==> src/rtl/lpsd_init_pkg.sv <==
package lpsd_init_pkg;

    typedef enum logic [2:0] {
        ST_WAIT,
        ST_PRE,
        ST_REF,
        ST_MRS,
        ST_EMRS,
        ST_GAP,
        ST_DONE
    } seq_state_t;

    typedef struct packed {
        logic cs_n;
        logic ras_n;
        logic cas_n;
        logic we_n;
    } cmd_pins_t;

    typedef struct packed {
        logic       drive_half;
        logic [1:0] pasr;
    } ext_cfg_t;

    localparam cmd_pins_t CMD_NOP  = '{1'b0, 1'b1, 1'b1, 1'b1};
    localparam cmd_pins_t CMD_PALL = '{1'b0, 1'b0, 1'b1, 1'b0};
    localparam cmd_pins_t CMD_AREF = '{1'b0, 1'b0, 1'b0, 1'b1};
    localparam cmd_pins_t CMD_LOAD = '{1'b0, 1'b0, 1'b0, 1'b0};

    localparam logic [1:0] BA_MODE = 2'b00;
    localparam logic [1:0] BA_EXT  = 2'b10;

    function automatic logic [2:0] burst_code(int bl);
        case (bl)
            1:       return 3'b000;
            2:       return 3'b001;
            4:       return 3'b010;
            8:       return 3'b011;
            default: return 3'b111;
        endcase
    endfunction

    function automatic logic [12:0] mode_key(int cl, int bl, bit interleave);
        logic [12:0] k;
        k      = '0;
        k[2:0] = burst_code(bl);
        k[3]   = interleave;
        k[6:4] = 3'(cl);
        return k;
    endfunction

    function automatic logic [12:0] ext_key(ext_cfg_t c);
        logic [12:0] k;
        k      = '0;
        k[2:0] = {1'b0, c.pasr};
        k[6:5] = {1'b0, c.drive_half};
        return k;
    endfunction

    function automatic logic ext_is_default(ext_cfg_t c);
        return c.drive_half && (c.pasr == 2'd0);
    endfunction

endpackage

==> src/rtl/lpsd_gap_timer.sv <==
module lpsd_gap_timer #(
    parameter int W       = 8,
    parameter int RST_VAL = 0
) (
    input  logic         clk,
    input  logic         rst,
    input  logic         load,
    input  logic [W-1:0] load_val,
    output logic         expired
);
    logic [W-1:0] cnt;

    always_ff @(posedge clk) begin
        if (rst)             cnt <= W'(RST_VAL);
        else if (load)       cnt <= load_val;
        else if (cnt != '0)  cnt <= cnt - 1'b1;
    end

    assign expired = (cnt == '0);

    assert_load_holds_R3: assert property (@(posedge clk) disable iff (rst)
        (load && load_val != '0) |=> !expired);

endmodule

==> src/rtl/lpsd_ext_pending.sv <==
module lpsd_ext_pending
    import lpsd_init_pkg::*;
(
    input  logic     clk,
    input  logic     rst,
    input  logic     req,
    input  ext_cfg_t req_cfg,
    input  logic     take,
    output logic     pending,
    output ext_cfg_t held_cfg
);
    always_ff @(posedge clk) begin
        if (rst) begin
            pending  <= 1'b0;
            held_cfg <= '0;
        end else if (req) begin
            pending  <= 1'b1;
            held_cfg <= req_cfg;
        end else if (take) begin
            pending  <= 1'b0;
        end
    end

    assert_req_latched_R8: assert property (@(posedge clk) disable iff (rst)
        req |=> (pending && held_cfg == $past(req_cfg)));

endmodule

==> src/rtl/lpsd_init_seq.sv <==
module lpsd_init_seq
    import lpsd_init_pkg::*;
#(
    parameter int CLK_MHZ          = 125,
    parameter int WAIT_US          = 200,
    parameter int NUM_REFRESH      = 2,
    parameter int TRP_CYC          = 3,
    parameter int TRFC_CYC         = 9,
    parameter int TMRD_CYC         = 2,
    parameter int CAS_LAT          = 3,
    parameter int BURST_LEN        = 8,
    parameter bit BURST_INTERLEAVE = 1'b0,
    parameter bit INIT_DRIVE_HALF  = 1'b1,
    parameter int INIT_PASR        = 0
) (
    input  logic        clk,
    input  logic        rst,
    input  logic        banks_idle,
    input  logic        upd_req,
    input  logic        upd_drive_half,
    input  logic [1:0]  upd_pasr,
    output logic        cke,
    output logic        cs_n,
    output logic        ras_n,
    output logic        cas_n,
    output logic        we_n,
    output logic [1:0]  ba,
    output logic [12:0] addr,
    output logic        ready
);
    localparam int       WAIT_CYC  = CLK_MHZ * WAIT_US;
    localparam int       TW        = $clog2(WAIT_CYC + TRP_CYC + TRFC_CYC + TMRD_CYC + 1);
    localparam int       RW        = $clog2(NUM_REFRESH + 1);
    localparam ext_cfg_t INIT_CFG  = '{INIT_DRIVE_HALF, 2'(INIT_PASR)};
    localparam bit       INIT_EXT  = !ext_is_default(INIT_CFG);
    localparam logic [12:0] MKEY   = mode_key(CAS_LAT, BURST_LEN, BURST_INTERLEAVE);

    seq_state_t    state, ret_state;
    logic [RW-1:0] ref_cnt;
    ext_cfg_t      cur_cfg, held_cfg;
    logic          ready_q, pending, take;
    logic          tmr_load, tmr_expired;
    logic [TW-1:0] tmr_val;
    cmd_pins_t     cmd;

    assign take = (state == ST_DONE) && pending && banks_idle;

    lpsd_ext_pending u_pend (
        .clk      (clk),
        .rst      (rst),
        .req      (upd_req),
        .req_cfg  ('{upd_drive_half, upd_pasr}),
        .take     (take),
        .pending  (pending),
        .held_cfg (held_cfg)
    );

    always_comb begin
        tmr_load = 1'b1;
        tmr_val  = '0;
        case (state)
            ST_PRE:          tmr_val = TW'(TRP_CYC - 1);
            ST_REF:          tmr_val = TW'(TRFC_CYC - 1);
            ST_MRS, ST_EMRS: tmr_val = TW'(TMRD_CYC - 1);
            default:         tmr_load = 1'b0;
        endcase
    end

    lpsd_gap_timer #(.W(TW), .RST_VAL(WAIT_CYC - 1)) u_tmr (
        .clk      (clk),
        .rst      (rst),
        .load     (tmr_load),
        .load_val (tmr_val),
        .expired  (tmr_expired)
    );

    always_ff @(posedge clk) begin
        if (rst) begin
            state     <= ST_WAIT;
            ret_state <= ST_PRE;
            ref_cnt   <= '0;
            cur_cfg   <= INIT_CFG;
            ready_q   <= 1'b0;
        end else begin
            case (state)
                ST_WAIT: if (tmr_expired) state <= ST_PRE;
                ST_PRE: begin
                    state     <= ST_GAP;
                    ret_state <= ST_REF;
                end
                ST_REF: begin
                    ref_cnt   <= ref_cnt + 1'b1;
                    state     <= ST_GAP;
                    ret_state <= (ref_cnt == RW'(NUM_REFRESH - 1)) ? ST_MRS : ST_REF;
                end
                ST_MRS: begin
                    state     <= ST_GAP;
                    ret_state <= INIT_EXT ? ST_EMRS : ST_DONE;
                end
                ST_EMRS: begin
                    state     <= ST_GAP;
                    ret_state <= ST_DONE;
                end
                ST_GAP: if (tmr_expired) begin
                    state <= ret_state;
                    if (ret_state == ST_DONE) ready_q <= 1'b1;
                end
                ST_DONE: if (take) begin
                    state   <= ST_EMRS;
                    cur_cfg <= held_cfg;
                end
                default: state <= ST_WAIT;
            endcase
        end
    end

    always_comb begin
        cmd  = CMD_NOP;
        ba   = '0;
        addr = '0;
        case (state)
            ST_PRE: begin
                cmd      = CMD_PALL;
                addr[10] = 1'b1;
            end
            ST_REF: cmd = CMD_AREF;
            ST_MRS: begin
                cmd  = CMD_LOAD;
                ba   = BA_MODE;
                addr = MKEY;
            end
            ST_EMRS: begin
                cmd  = CMD_LOAD;
                ba   = BA_EXT;
                addr = ext_key(cur_cfg);
            end
            default: ;
        endcase
    end

    assign cke   = 1'b1;
    assign cs_n  = cmd.cs_n;
    assign ras_n = cmd.ras_n;
    assign cas_n = cmd.cas_n;
    assign we_n  = cmd.we_n;
    assign ready = ready_q;

    assert_wait_release_R1: assert property (@(posedge clk) disable iff (rst)
        ($past(state) == ST_WAIT && state != ST_WAIT) |-> $past(tmr_expired));

    assert_refresh_count_R3: assert property (@(posedge clk) disable iff (rst)
        (state == ST_MRS) |-> (ref_cnt == RW'(NUM_REFRESH)));

    assert_ready_sticky_R6: assert property (@(posedge clk) disable iff (rst)
        ready_q |=> ready_q);

    assert_update_idle_R7: assert property (@(posedge clk) disable iff (rst)
        (state == ST_EMRS && $past(state) == ST_DONE) |-> ($past(banks_idle) && $past(pending)));

    assert_no_update_before_ready_R8: assert property (@(posedge clk) disable iff (rst)
        (state == ST_EMRS && !ready_q) |-> (cur_cfg == INIT_CFG));

endmodule

==> config.mk <==
export PLATFORM = sky130hd
export DESIGN_NAME = lpsd_init_seq
export DESIGN_NICKNAME = d
export VERILOG_FILES = /design/src/rtl/lpsd_init_pkg.sv /design/src/rtl/lpsd_gap_timer.sv /design/src/rtl/lpsd_ext_pending.sv /design/src/rtl/lpsd_init_seq.sv
export SDC_FILE = /design/constraint.sdc
export NUM_CORES = 1
export LEC_CHECK = 0
export BUFFER_PORTS_ARGS = -buffer_cell sky130_fd_sc_hd__buf_4
export CORE_UTILIZATION = 45
export CTS_BUF_LIST = sky130_fd_sc_hd__clkbuf_16
export CTS_CLUSTER_SIZE = 40
export DETAILED_ROUTE_END_ITERATION = 7
export HOLD_SLACK_MARGIN = 0.08
export PLACE_DENSITY = 0.68
export SYNTH_ARGS = -nofsm -noshare
export SYNTH_HDL_FRONTEND = slang
export SYNTH_HIERARCHICAL = 1
export SYNTH_SLANG_ARGS = --single-unit
==> constraint.sdc <==
create_clock -name clk -period 1.7 [get_ports clk]
set_input_delay 0.34 -clock clk [delete_from_list [all_inputs] [get_ports clk]]
set_output_delay 0.34 -clock clk [all_outputs]
set_load 0.005 [all_outputs]
==> results.py, run 1 <==
metrics = {
    "floorplan": {
        "start_util_pct": 47.2,
        "dieArea_sq_um": 4120,
        "die_h_um": 64.2,
        "core_sq_um": 3690,
        "row_count": 22,
        "io_pins": 28,
        "die_width_um": 64.2,
    },
    "layout": {
        "final_cell_mix": "38 x buf_4, 25 x dfxtp_1, 23 x conb_1, 22 x nor2_1, 16 x a21oi_1",
        "final_core_util_pct": 61.6,
        "drive_gt1_share_pct": 29.8,
        "fill_cells": 342,
        "final_nets": 261,
        "syn_to_final_growth_pct": 30.6,
        "layout_commonest_cell": "buf_4",
        "diodes": 0,
    },
    "placed_design": {
        "gp_congestion": 0.794,
        "port_buffers": 16,
        "hpwl_um": 2430,
    },
    "detailed_routing": {
        "wirelength_um": 3650,
        "highest_layer": "met4",
        "vias": 1468,
        "drc": 0,
        "ant_nets": 0,
        "via_per_inst": 4.89,
        "wl_per_cell_um": 12.2,
        "met1Wirelength_um": 1770,
        "drt-pass1-iter-count": 4,
        "met3_wirelength_um": 91,
        "drtIter0Drc": 86,
        "met2WireLength_um": 1720,
    },
    "pwr": {
        "power_density_nw_per_um2": 936,
        "power_mw": 2.13,
        "ir_drop_uv": 598,
        "p_leak_nw": 0.968,
    },
    "clocking": {
        "cts-root-buf": "clkbuf_16",
        "numCtsBuffers": 5,
        "cts.htree.levels": 2,
        "clk-insertion-delay-late_ns": 0.28,
        "clock-sinks": 31,
        "cts_buffer_depth": 2,
        "clk_pin_slew_ns": 0.05,
        "cts_tree": "done",
    },
    "global_route": {
        "grt_overflow": 0,
        "grt_max_degree": 33,
        "grt_pass1_wl_um": 5930,
        "antenna_found_initial": 0,
        "grt_pass1_vias": 1312,
        "grt_use_total_pct": 18.7,
    },
    "setup_path": {
        "r2r_slack_ns": 0.05,
        "end_kind": "primary output",
        "reg2reg_to": "u_tmr/cnt[10]",
        "path_buf_inv": 2,
        "cp.depth": 3,
        "path_cells": "buf_4 -> nor3b_1 -> buf_4",
        "crit_top_cell": "buf_4",
        "critPathMaxStageDelay_ns": 0.37,
        "r2r_cells": 8,
        "r2r_start": "u_tmr/cnt[3]",
        "cp-start-kind": "flop",
        "cp.required_ns": 1.36,
        "path_max_fanout": 7,
        "crit_family": "flip-flops",
        "crit_start": "state[2]",
        "slowest_stage": "dfxtp_4",
        "path_class": "reg -> out",
        "cp.arrival_ns": 1.32,
        "worstSetupEndpoint": "addr[10]",
    },
    "timing": {
        "rsz0062_at_grt": "true",
        "fmax_mhz": 602,
        "fin_crit_ns": 1.66,
        "period_share_pct": 97.7,
        "timing_hold_violations_final": 0,
        "finalSetupViolations": 0,
        "final_max_slew_viol_count": 0,
        "fin_skew_ns": 0.00627,
    },
    "yosys": {
        "synthFlopType": "dfxtp_1",
        "synth.area.top_cells": "dfxtp_1 36%, buf_4 6.0%, nor2_1 4.7%, a21oi_1 4.6%, xnor2_1 4.5%",
        "syn_inst": 205,
        "yosysSeqAreaShare_pct": 35.7,
        "synthArstFlopShare_pct": 0,
        "syn_area_per_cell_sq_um": 8.49,
        "synth_cell_type_count": 49,
        "ys_warn_count": 6,
        "syn_area_sq_um": 1740,
        "synth_edf_count": 0,
        "synth_top_area_cell": "dfxtp_1",
        "synth_top_area_share_pct": 35.7,
        "synth-seq-cells": 31,
    },
    "flow_run": {
        "maxCapViolations": 0,
    },
    "hold_path": {
        "worstHoldPathCells": 3,
        "min_path_type": "in -> reg",
    },
    "run_status": {
        "status": "completed",
    },
}
## synth_stat cells, types with 4 or more instances
cell / count
nand2_1: 14
o21ai_0: 6
nand2b_1: 8
inv_1: 13
nor2b_1: 4
clkbuf_1: 4
dfxtp_1: 31
a211oi_1: 4
nor3_1: 7
mux2i_1: 6
a21oi_1: 16
nand3_1: 5
nor2_1: 22
buf_4: 14
xnor2_1: 9
## how the worst min path moves through the flow
stage                            start                  to  slack [ns]
after detailed placement         ready               ready        0.46
after global placement    ret_state[1]        ret_state[1]        0.44
after global routing       upd_pasr[0]  u_pend/held_cfg[0]        0.32
after CTS                  upd_pasr[0]  u_pend/held_cfg[0]        0.30
final                      upd_pasr[0]  u_pend/held_cfg[0]        0.31
after floorplan                    rst      u_pend/pending        0.41
## worst register-to-register path, stage by stage (launching register included)
cell	delay [ns]
dfxtp_4	0.36
nor4_4	0.28
buf_4	0.15
and2_4	0.18
nand2_4	0.07
buf_4	0.13
buf_4	0.13
a21oi_1	0.15
nor3_1	0.07
## state kept, by name, indices dropped and copies added (netlist names)
signal / flops
ref_cnt: 2
ready: 1
u_pend/pending: 1
cur_cfg: 3
u_tmr/cnt: 15
state: 3
u_pend/held_cfg: 3
ret_state: 3
## metrics by stage
step | std cells | worst slack, ns | setup TNS, ns | instance area (sq um) | hold WS [ns]
6_report | 300 | 0.0386 | 0 | 2270 | 0.307
4_1_cts | 293 | 0.00455 | 0 | 2130 | 0.300
3_3_place_gp | 286 | 0.0558 | 0 | 1990 | 0.445
5_1_grt | 300 | -0.0327 | -0.132 | 2270 | 0.317
2_1_floorplan | 226 | 0.0151 | 0 | 1830 | 0.409
3_5_place_dp | 286 | 0.0249 | 0 | 1990 | 0.463
## repair_timing
item,CTS,global route
endpoints found under the hold margin,0,0
resized for setup,4,25
hold buffers,0,0
buffers inserted,1,7
pin swaps,1,16
setup endpoints to repair,6,25
## cell type report
class | count | area, sq um | share of cell area [%]
multi-input combinational | 160 | 1080 | 47.6
sequential | 31 | 636 | 28.0
timing repair buffer | 40 | 308 | 13.5
clock buffer | 5 | 125 | 5.50
tap | 48 | 60.1 | 2.64
inverter | 14 | 55.1 | 2.42
clock inverter | 2 | 8.76 | 0.385
## metal layers
layer	up-vias	GRT usage, %
li1	759	-
met4	0	9.44
met1	681	23.6
met3	6	5.89
met5	-	0
met2	22	28.5
## power by group
group          internal, mW  switching (mW)
Clock                 0.524           0.300
Combinational         0.208           0.220
Sequential            0.804          0.0720
Total                  1.54           0.591
## kinds of logic (layout without fill, tap and decap cells)
kind of cell,count (synthesis),in the layout,synth area share (%)
AO/OA/AOI/OAI,43,43,18.0
XOR/XNOR,11,11,5.54
adder cells (fa/ha/maj),2,2,1.44
buffers and inverters,35,61,11.5
flip-flops,31,31,35.7
multiplexers,6,6,3.45
other,2,23,0.432
AND/OR/NAND/NOR,75,75,24.0
Note: power is estimated with default switching activity, not from simulation.
==> run 2: changes to the inputs <==
Settings changed: ABC_CLOCK_PERIOD_IN_PS set to 1700, PLACE_DENSITY 0.68 to 0.69, SETUP_SLACK_MARGIN set to 0.2, SYNTH_HIERARCHICAL 1 to not set.
==> results.py, run 2 <==
metrics = {
    "pwr": {
        "ir_drop_uv": 705,
        "p_leak_nw": 1.05,
        "clockPowerShare_pct": 37.2,
        "swShare_pct": 27.7,
        "power.internal_mw": 1.59,
        "switchingPower_uw": 610,
        "power_frac_seq_pct": 37.9,
        "power_mw": 2.20,
        "power.share.combinational_pct": 24.9,
        "power_density_nw_per_um2": 886,
    },
    "placed_design": {
        "hpwl_um": 2780,
        "port_buffers": 16,
        "place_ws_ns": -0.285,
        "gp_congestion": 0.850,
    },
    "setup_path": {
        "path_max_fanout": 8,
        "path_cells": "inv_2 -> ha_4 -> or4b_4 -> or4_4 -> o31ai_4 -> a221oi_2",
        "reg2reg_to": "state[0]",
        "end_kind": "flop",
        "cp-start-kind": "flop",
        "path_buf_inv": 1,
        "path_class": "reg -> reg",
        "worstSetupEndpoint": "state[0]",
        "cp.depth": 6,
        "crit_family": "simple AND/OR/NAND/NOR gates",
        "r2r_slack_ns": -0.32,
        "critPathMaxStageDelay_ns": 0.53,
        "r2r_cells": 6,
        "r2r_start": "u_tmr.cnt[1]",
        "cp.required_ns": 1.84,
        "slowest_stage": "or4_4",
        "cp.arrival_ns": 2.16,
        "crit_start": "u_tmr.cnt[1]",
    },
    "clocking": {
        "cts-root-buf": "clkbuf_16",
        "cts.htree.levels": 2,
        "cts_buffer_depth": 2,
        "cts_tree": "done",
        "numCtsBuffers": 5,
        "cts-hold-fix-buffers": 0,
        "clock-sinks": 31,
        "clk_pin_slew_ns": 0.05,
        "clk-insertion-delay-late_ns": 0.27,
    },
    "yosys": {
        "synth.area.top_cells": "dfxtp_1 37%, buf_4 5.0%, nor2_1 4.3%, mux2i_1 4.2%, or3_1 3.4%",
        "syn_inst": 195,
        "synth_cell_type_count": 51,
        "synth-seq-cells": 31,
        "yosysSeqAreaShare_pct": 37.5,
        "syn_area_per_cell_sq_um": 8.50,
        "synthFlopType": "dfxtp_1",
        "yosysMostFrequentCell": "dfxtp_1",
        "synth_edf_count": 0,
        "synth_top_area_share_pct": 37.5,
        "syn_area_sq_um": 1660,
        "synthArstFlopShare_pct": 0,
        "ys_warn_count": 0,
        "synth_top_area_cell": "dfxtp_1",
        "synth_commonest_cells": "31 x dfxtp_1, 19 x nor2_1, 11 x a21oi_1, 11 x buf_4, 11 x o21ai_0",
    },
    "floorplan": {
        "die_width_um": 62.7,
        "row_count": 21,
        "die_h_um": 62.7,
        "io_pins": 28,
        "core_sq_um": 3440,
        "dieArea_sq_um": 3930,
        "start_util_pct": 48.1,
    },
    "timing": {
        "fin_crit_ns": 2.02,
        "final_max_slew_viol_count": 0,
        "fin_skew_ns": 0.00471,
        "setup_ws_ns": -0.324,
        "timing_hold_violations_final": 0,
        "rsz0062_at_grt": "true",
        "fmax_mhz": 494,
        "whs_ns": 0.322,
        "finalSetupViolations": 17,
        "period_share_pct": 119,
    },
    "global_route": {
        "grt_use_total_pct": 23.0,
        "grt_overflow": 0,
        "grt_max_degree": 22,
        "antenna_found_initial": 0,
        "grt_pass1_wl_um": 7080,
        "grt_pass1_vias": 1549,
    },
    "run_status": {
        "violations": "setup timing",
        "status": "finished, violations left",
    },
    "detailed_routing": {
        "wirelength_um": 4750,
        "drc": 0,
        "via_per_inst": 5.74,
        "wl_per_cell_um": 15.7,
        "drt-pass1-iter-count": 4,
        "drtIter0Drc": 112,
        "ant_nets": 0,
        "vias": 1738,
    },
    "layout": {
        "drive_gt1_share_pct": 45.1,
        "final_cell_mix": "58 x buf_4, 25 x dfxtp_1, 17 x nor2_1, 11 x conb_1, 11 x buf_6",
        "largest_register_ffs": 15,
        "layout_commonest_cell": "buf_4",
        "fill_cells": 233,
        "diodes": 0,
        "final_nets": 265,
        "syn_to_final_growth_pct": 50.2,
        "largest-register": "u_tmr.cnt",
    },
    "flow_run": {
        "maxCapViolations": 0,
    },
    "hold_path": {
        "min_path_type": "in -> reg",
    },
}
==> run 2: cell types whose count changed after synthesis, sizes merged, moves of 6 or more <==
cell / change
inv: -7
nand2: -8
nand2b: -7
o21ai: +6
or3: +7
xnor2: -7
==> run 2: worst reg2reg max path, cell delays in order (launching register included) <==
cell	delay, ns
dfxtp_2	0.33
inv_2	0.08
ha_4	0.12
or4b_4	0.49
or4_4	0.53
o31ai_4	0.26
a221oi_2	0.08
==> run 2: how the worst min path moves through the flow <==
stage                                  start                  to  cells past startpoint
final                            upd_pasr[1]  u_pend.held_cfg[1]                      3
after global routing                 upd_req      u_pend.pending                      3
after CTS                     upd_drive_half  u_pend.held_cfg[2]                      3
after detailed placement  u_pend.held_cfg[2]          cur_cfg[2]                      2
after global placement    u_pend.held_cfg[2]          cur_cfg[2]                      2
after floorplan           u_pend.held_cfg[2]          cur_cfg[2]                      2
==> run 2: final cells by class <==
class                      count  area [sq um]  share of cell area, %
clock buffer                   5           125                   5.03
clock inverter                 3          11.3                  0.453
inverter                       7          32.5                   1.31
multi-input combinational    142          1070                   43.1
sequential                    31           631                   25.4
tap                           46          57.6                   2.31
timing repair buffer          69           559                   22.5
==> run 2: layer usage <==
layer	wire length (um)	share of wire [%]	up-vias	track usage, %
met4	132	2.8	0	10.5
met3	212	4.5	16	5.11
met5	0	0	-	0
li1	-	-	815	-
met1	1930	41	831	27.2
met2	2470	52	76	39.3
==> run 2: through the flow <==
| stage | TNS [ns] | utilization (%) | instances | area [sq um] |
|---|---|---|---|---|
| 6_report | -4.12 | 72.3 | 303 | 2490 |
| 5_1_grt | -5.26 | 72.3 | 303 | 2490 |
| 4_1_cts | -3.45 | 65.6 | 289 | 2260 |
| 3_5_place_dp | -3.40 | 58.0 | 272 | 2000 |
| 3_3_place_gp | -2.81 | 58.0 | 272 | 2000 |
| 2_1_floorplan | -3.06 | - | 204 | 1760 |
==> run 2: cell families (layout without fill, tap and decap cells) <==
group	after synthesis	after routing	share of synthesized area, %
adders and majority gates	2	2	1.51
and+or+nand+nor	68	68	22.7
muxes	7	7	4.23
DFF	31	31	37.5
other	2	11	0.453
xor gates and xnor gates	3	3	1.59
buffers and inverters	31	84	10.0
AOI/OAI and AO/OA	51	51	22.0
==> run 2: power by group through the flow <==
stage / combinational [mW] / clock (mW) / sequential, mW
2_1_floorplan: 0.277 / 0 / 0.837
3_3_place_gp: 0.391 / 0 / 0.836
3_5_place_dp: 0.400 / 0 / 0.840
4_1_cts: 0.457 / 0.826 / 0.827
5_1_grt: 0.588 / 0.870 / 0.841
6_report: 0.548 / 0.821 / 0.835
==> run 2: repair_timing <==
action / in CTS / in global routing
gates resized for setup: 15 / 33
endpoints found under the setup margin: 27 / 28
buffers inserted: 9 / 14
pin swaps: 9 / 16
==> run 3: changes to the inputs <==
Settings changed: ABC_AREA set to 1, CAP_MARGIN set to 20, CORE_MARGIN set to 2, PLACE_DENSITY 0.69 to 0.68.
==> results.py, run 3 <==
metrics = {
    "pwr": {
        "power_density_nw_per_um2": 1690,
        "ir_drop_uv": 710,
        "p_leak_nw": 1.01,
        "power_mw": 3.53,
    },
    "floorplan": {
        "dieArea_sq_um": 4350,
        "io_pins": 28,
        "start_util_pct": 46.8,
        "die_h_um": 65.9,
        "core_sq_um": 3690,
        "row_count": 22,
        "die_width_um": 65.9,
    },
    "clocking": {
        "clk_pin_slew_ns": 0.05,
        "cts-hold-fix-buffers": 0,
        "cts_tree": "done",
        "cts-root-buf": "clkbuf_16",
        "clock-sinks": 31,
        "cts_buffer_depth": 2,
        "cts.htree.levels": 2,
        "numCtsBuffers": 5,
        "clk-insertion-delay-late_ns": 0.28,
    },
    "timing": {
        "timing_hold_violations_final": 0,
        "tns_ns": 0,
        "fin_crit_ns": 1.57,
        "rsz0062_at_grt": "true",
        "fmax_mhz": 636,
        "fin_skew_ns": 0.00271,
        "period_share_pct": 92.5,
        "finalSetupViolations": 0,
        "final_max_slew_viol_count": 0,
    },
    "setup_path": {
        "path_buf_inv": 2,
        "path_cells": "inv_2 -> nand2_2 -> nand2_4 -> nor2_4 -> buf_4",
        "cp.required_ns": 1.36,
        "r2r_cells": 7,
        "slowest_stage": "dfxtp_2",
        "cp-start-kind": "flop",
        "reg2reg_to": "u_tmr.cnt[0]",
        "cp.arrival_ns": 1.23,
        "r2r_start": "state[0]",
        "critPathMaxStageDelay_ns": 0.43,
        "path_max_fanout": 7,
        "end_kind": "primary output",
        "r2r_slack_ns": 0.21,
        "crit_family": "flip-flops",
        "path_class": "reg -> out",
    },
    "placed_design": {
        "gp_congestion": 0.788,
        "place_area_sq_um": 1870,
        "hpwl_um": 2610,
        "port_buffers": 16,
    },
    "layout": {
        "postLayoutCellArea_sq_um": 2090,
        "drive_gt1_share_pct": 22.4,
        "final_nets": 290,
        "multi_input_area_sq_um": 943,
        "seq_area_sq_um": 629,
        "largest-register": "u_tmr.cnt",
        "largest_register_ffs": 15,
        "final_cell_mix": "55 x nand2_1, 40 x nor2_1, 28 x dfxtp_1, 27 x inv_1, 26 x buf_4",
        "syn_to_final_growth_pct": 21.2,
        "layout_commonest_cell": "nand2_1",
        "fill_cells": 363,
        "diodes": 0,
    },
    "yosys": {
        "syn_inst": 255,
        "synthArstFlopShare_pct": 0,
        "synth_edf_count": 0,
        "synth_top_area_share_pct": 35.9,
        "yosysMostFrequentCell": "nand2_1",
        "yosysSeqAreaShare_pct": 35.9,
        "ys_warn_count": 0,
        "synth_commonest_cells": "57 x nand2_1, 42 x nor2_1, 31 x dfxtp_1",
        "synth_cell_type_count": 29,
        "synth-seq-cells": 31,
        "syn_area_per_cell_sq_um": 6.77,
        "synth_top_area_cell": "dfxtp_1",
        "synth.area.top_cells": "dfxtp_1 36%, nand2_1 12%, nor2_1 9.1%, inv_1 6.5%, buf_4 5.7%",
        "syn_area_sq_um": 1730,
        "synthFlopType": "dfxtp_1",
    },
    "detailed_routing": {
        "ant_nets": 0,
        "drtIter0Drc": 131,
        "wirelength_um": 3810,
        "via_per_inst": 4.92,
        "wl_per_cell_um": 11.6,
        "drt-pass1-iter-count": 4,
        "drc": 0,
        "vias": 1619,
    },
    "global_route": {
        "grt_pass1_wl_um": 6090,
        "antenna_found_initial": 0,
        "grt_pass1_vias": 1395,
        "grt_use_total_pct": 18.8,
        "grt_max_degree": 15,
        "grt_overflow": 0,
    },
    "hold_path": {
        "worstHoldEndpoint": "u_pend.held_cfg[2]",
        "min_from": "upd_drive_half",
        "min_path_type": "in -> reg",
        "worstHoldPathCells": 3,
    },
    "flow_run": {
        "maxCapViolations": 0,
    },
    "run_status": {
        "status": "completed",
    },
}
==> run 3: repair_timing <==
| item | 4_1_cts | 5_1_grt |
|---|---|---|
| endpoints found under the hold margin | 0 | 0 |
| setup buffers | 3 | 1 |
| gates resized for setup | 11 | 10 |
| pin swaps | 3 | 1 |
| setup endpoints to repair | 14 | 22 |
==> run 3: tightest hold or removal path, cell delays in order <==
cell and delay [ns]:
buf_4 0.08, nor2_1 0.03, nor2_1 0.08
==> run 3: worst max-delay path by stage <==
| stage | startpoint | to | slack (ns) | cells past startpoint |
|---|---|---|---|---|
| 3_5_place_dp | u_tmr.cnt[1] | state[1] | 0.14 | 9 |
| 2_1_floorplan | u_tmr.cnt[1] | u_tmr.cnt[0] | 0.29 | 8 |
| 6_report | state[2] | ras_n | 0.13 | 5 |
| 4_1_cts | state[0] | we_n | 0.14 | 4 |
| 5_1_grt | state[1] | addr[0] | 0.08 | 6 |
| 3_3_place_gp | u_tmr.cnt[0] | state[1] | 0.16 | 9 |
==> run 3: layout make-up <==
type	instances	share of cell area, %
inverter	31	5.68
tap	48	2.87
clock buffer	5	5.98
sequential	31	30.1
multi-input combinational	185	45.1
clock inverter	2	0.419
timing repair buffer	27	9.87
==> run 3: routing by layer <==
metal  GRT usage (%)  routed length (um)
met1            20.9                1640
met2            32.7                1950
met3            4.09                 117
met4            11.5                  98
met5               0                   0
==> run 3: stage by stage <==
stage | cells | utilization (%) | hold WS [ns] | setup slack (ns)
after detailed placement | 318 | 50.6 | 0.448 | 0.137
after global routing | 329 | 56.7 | 0.299 | 0.0838
after CTS | 328 | 55.5 | 0.282 | 0.140
after floorplan | 264 | - | 0.429 | 0.290
final | 329 | 56.7 | 0.281 | 0.127
after global placement | 318 | 50.6 | 0.445 | 0.162
==> run 3: power by group <==
part,switching [mW],internal [mW]
sequential,0.178,0.928
clock,0.300,0.524
combinational,0.904,0.697
total,1.38,2.15
==> run 3: cell families (layout without fill, tap and decap cells) <==
logic type,Yosys count,after routing,synth area share [%]
fa+ha+maj,2,2,1.45
buf+inv,48,65,14.1
compound gates,27,27,8.26
flops,31,31,35.9
other cells,2,11,0.435
simple gates,145,145,39.8
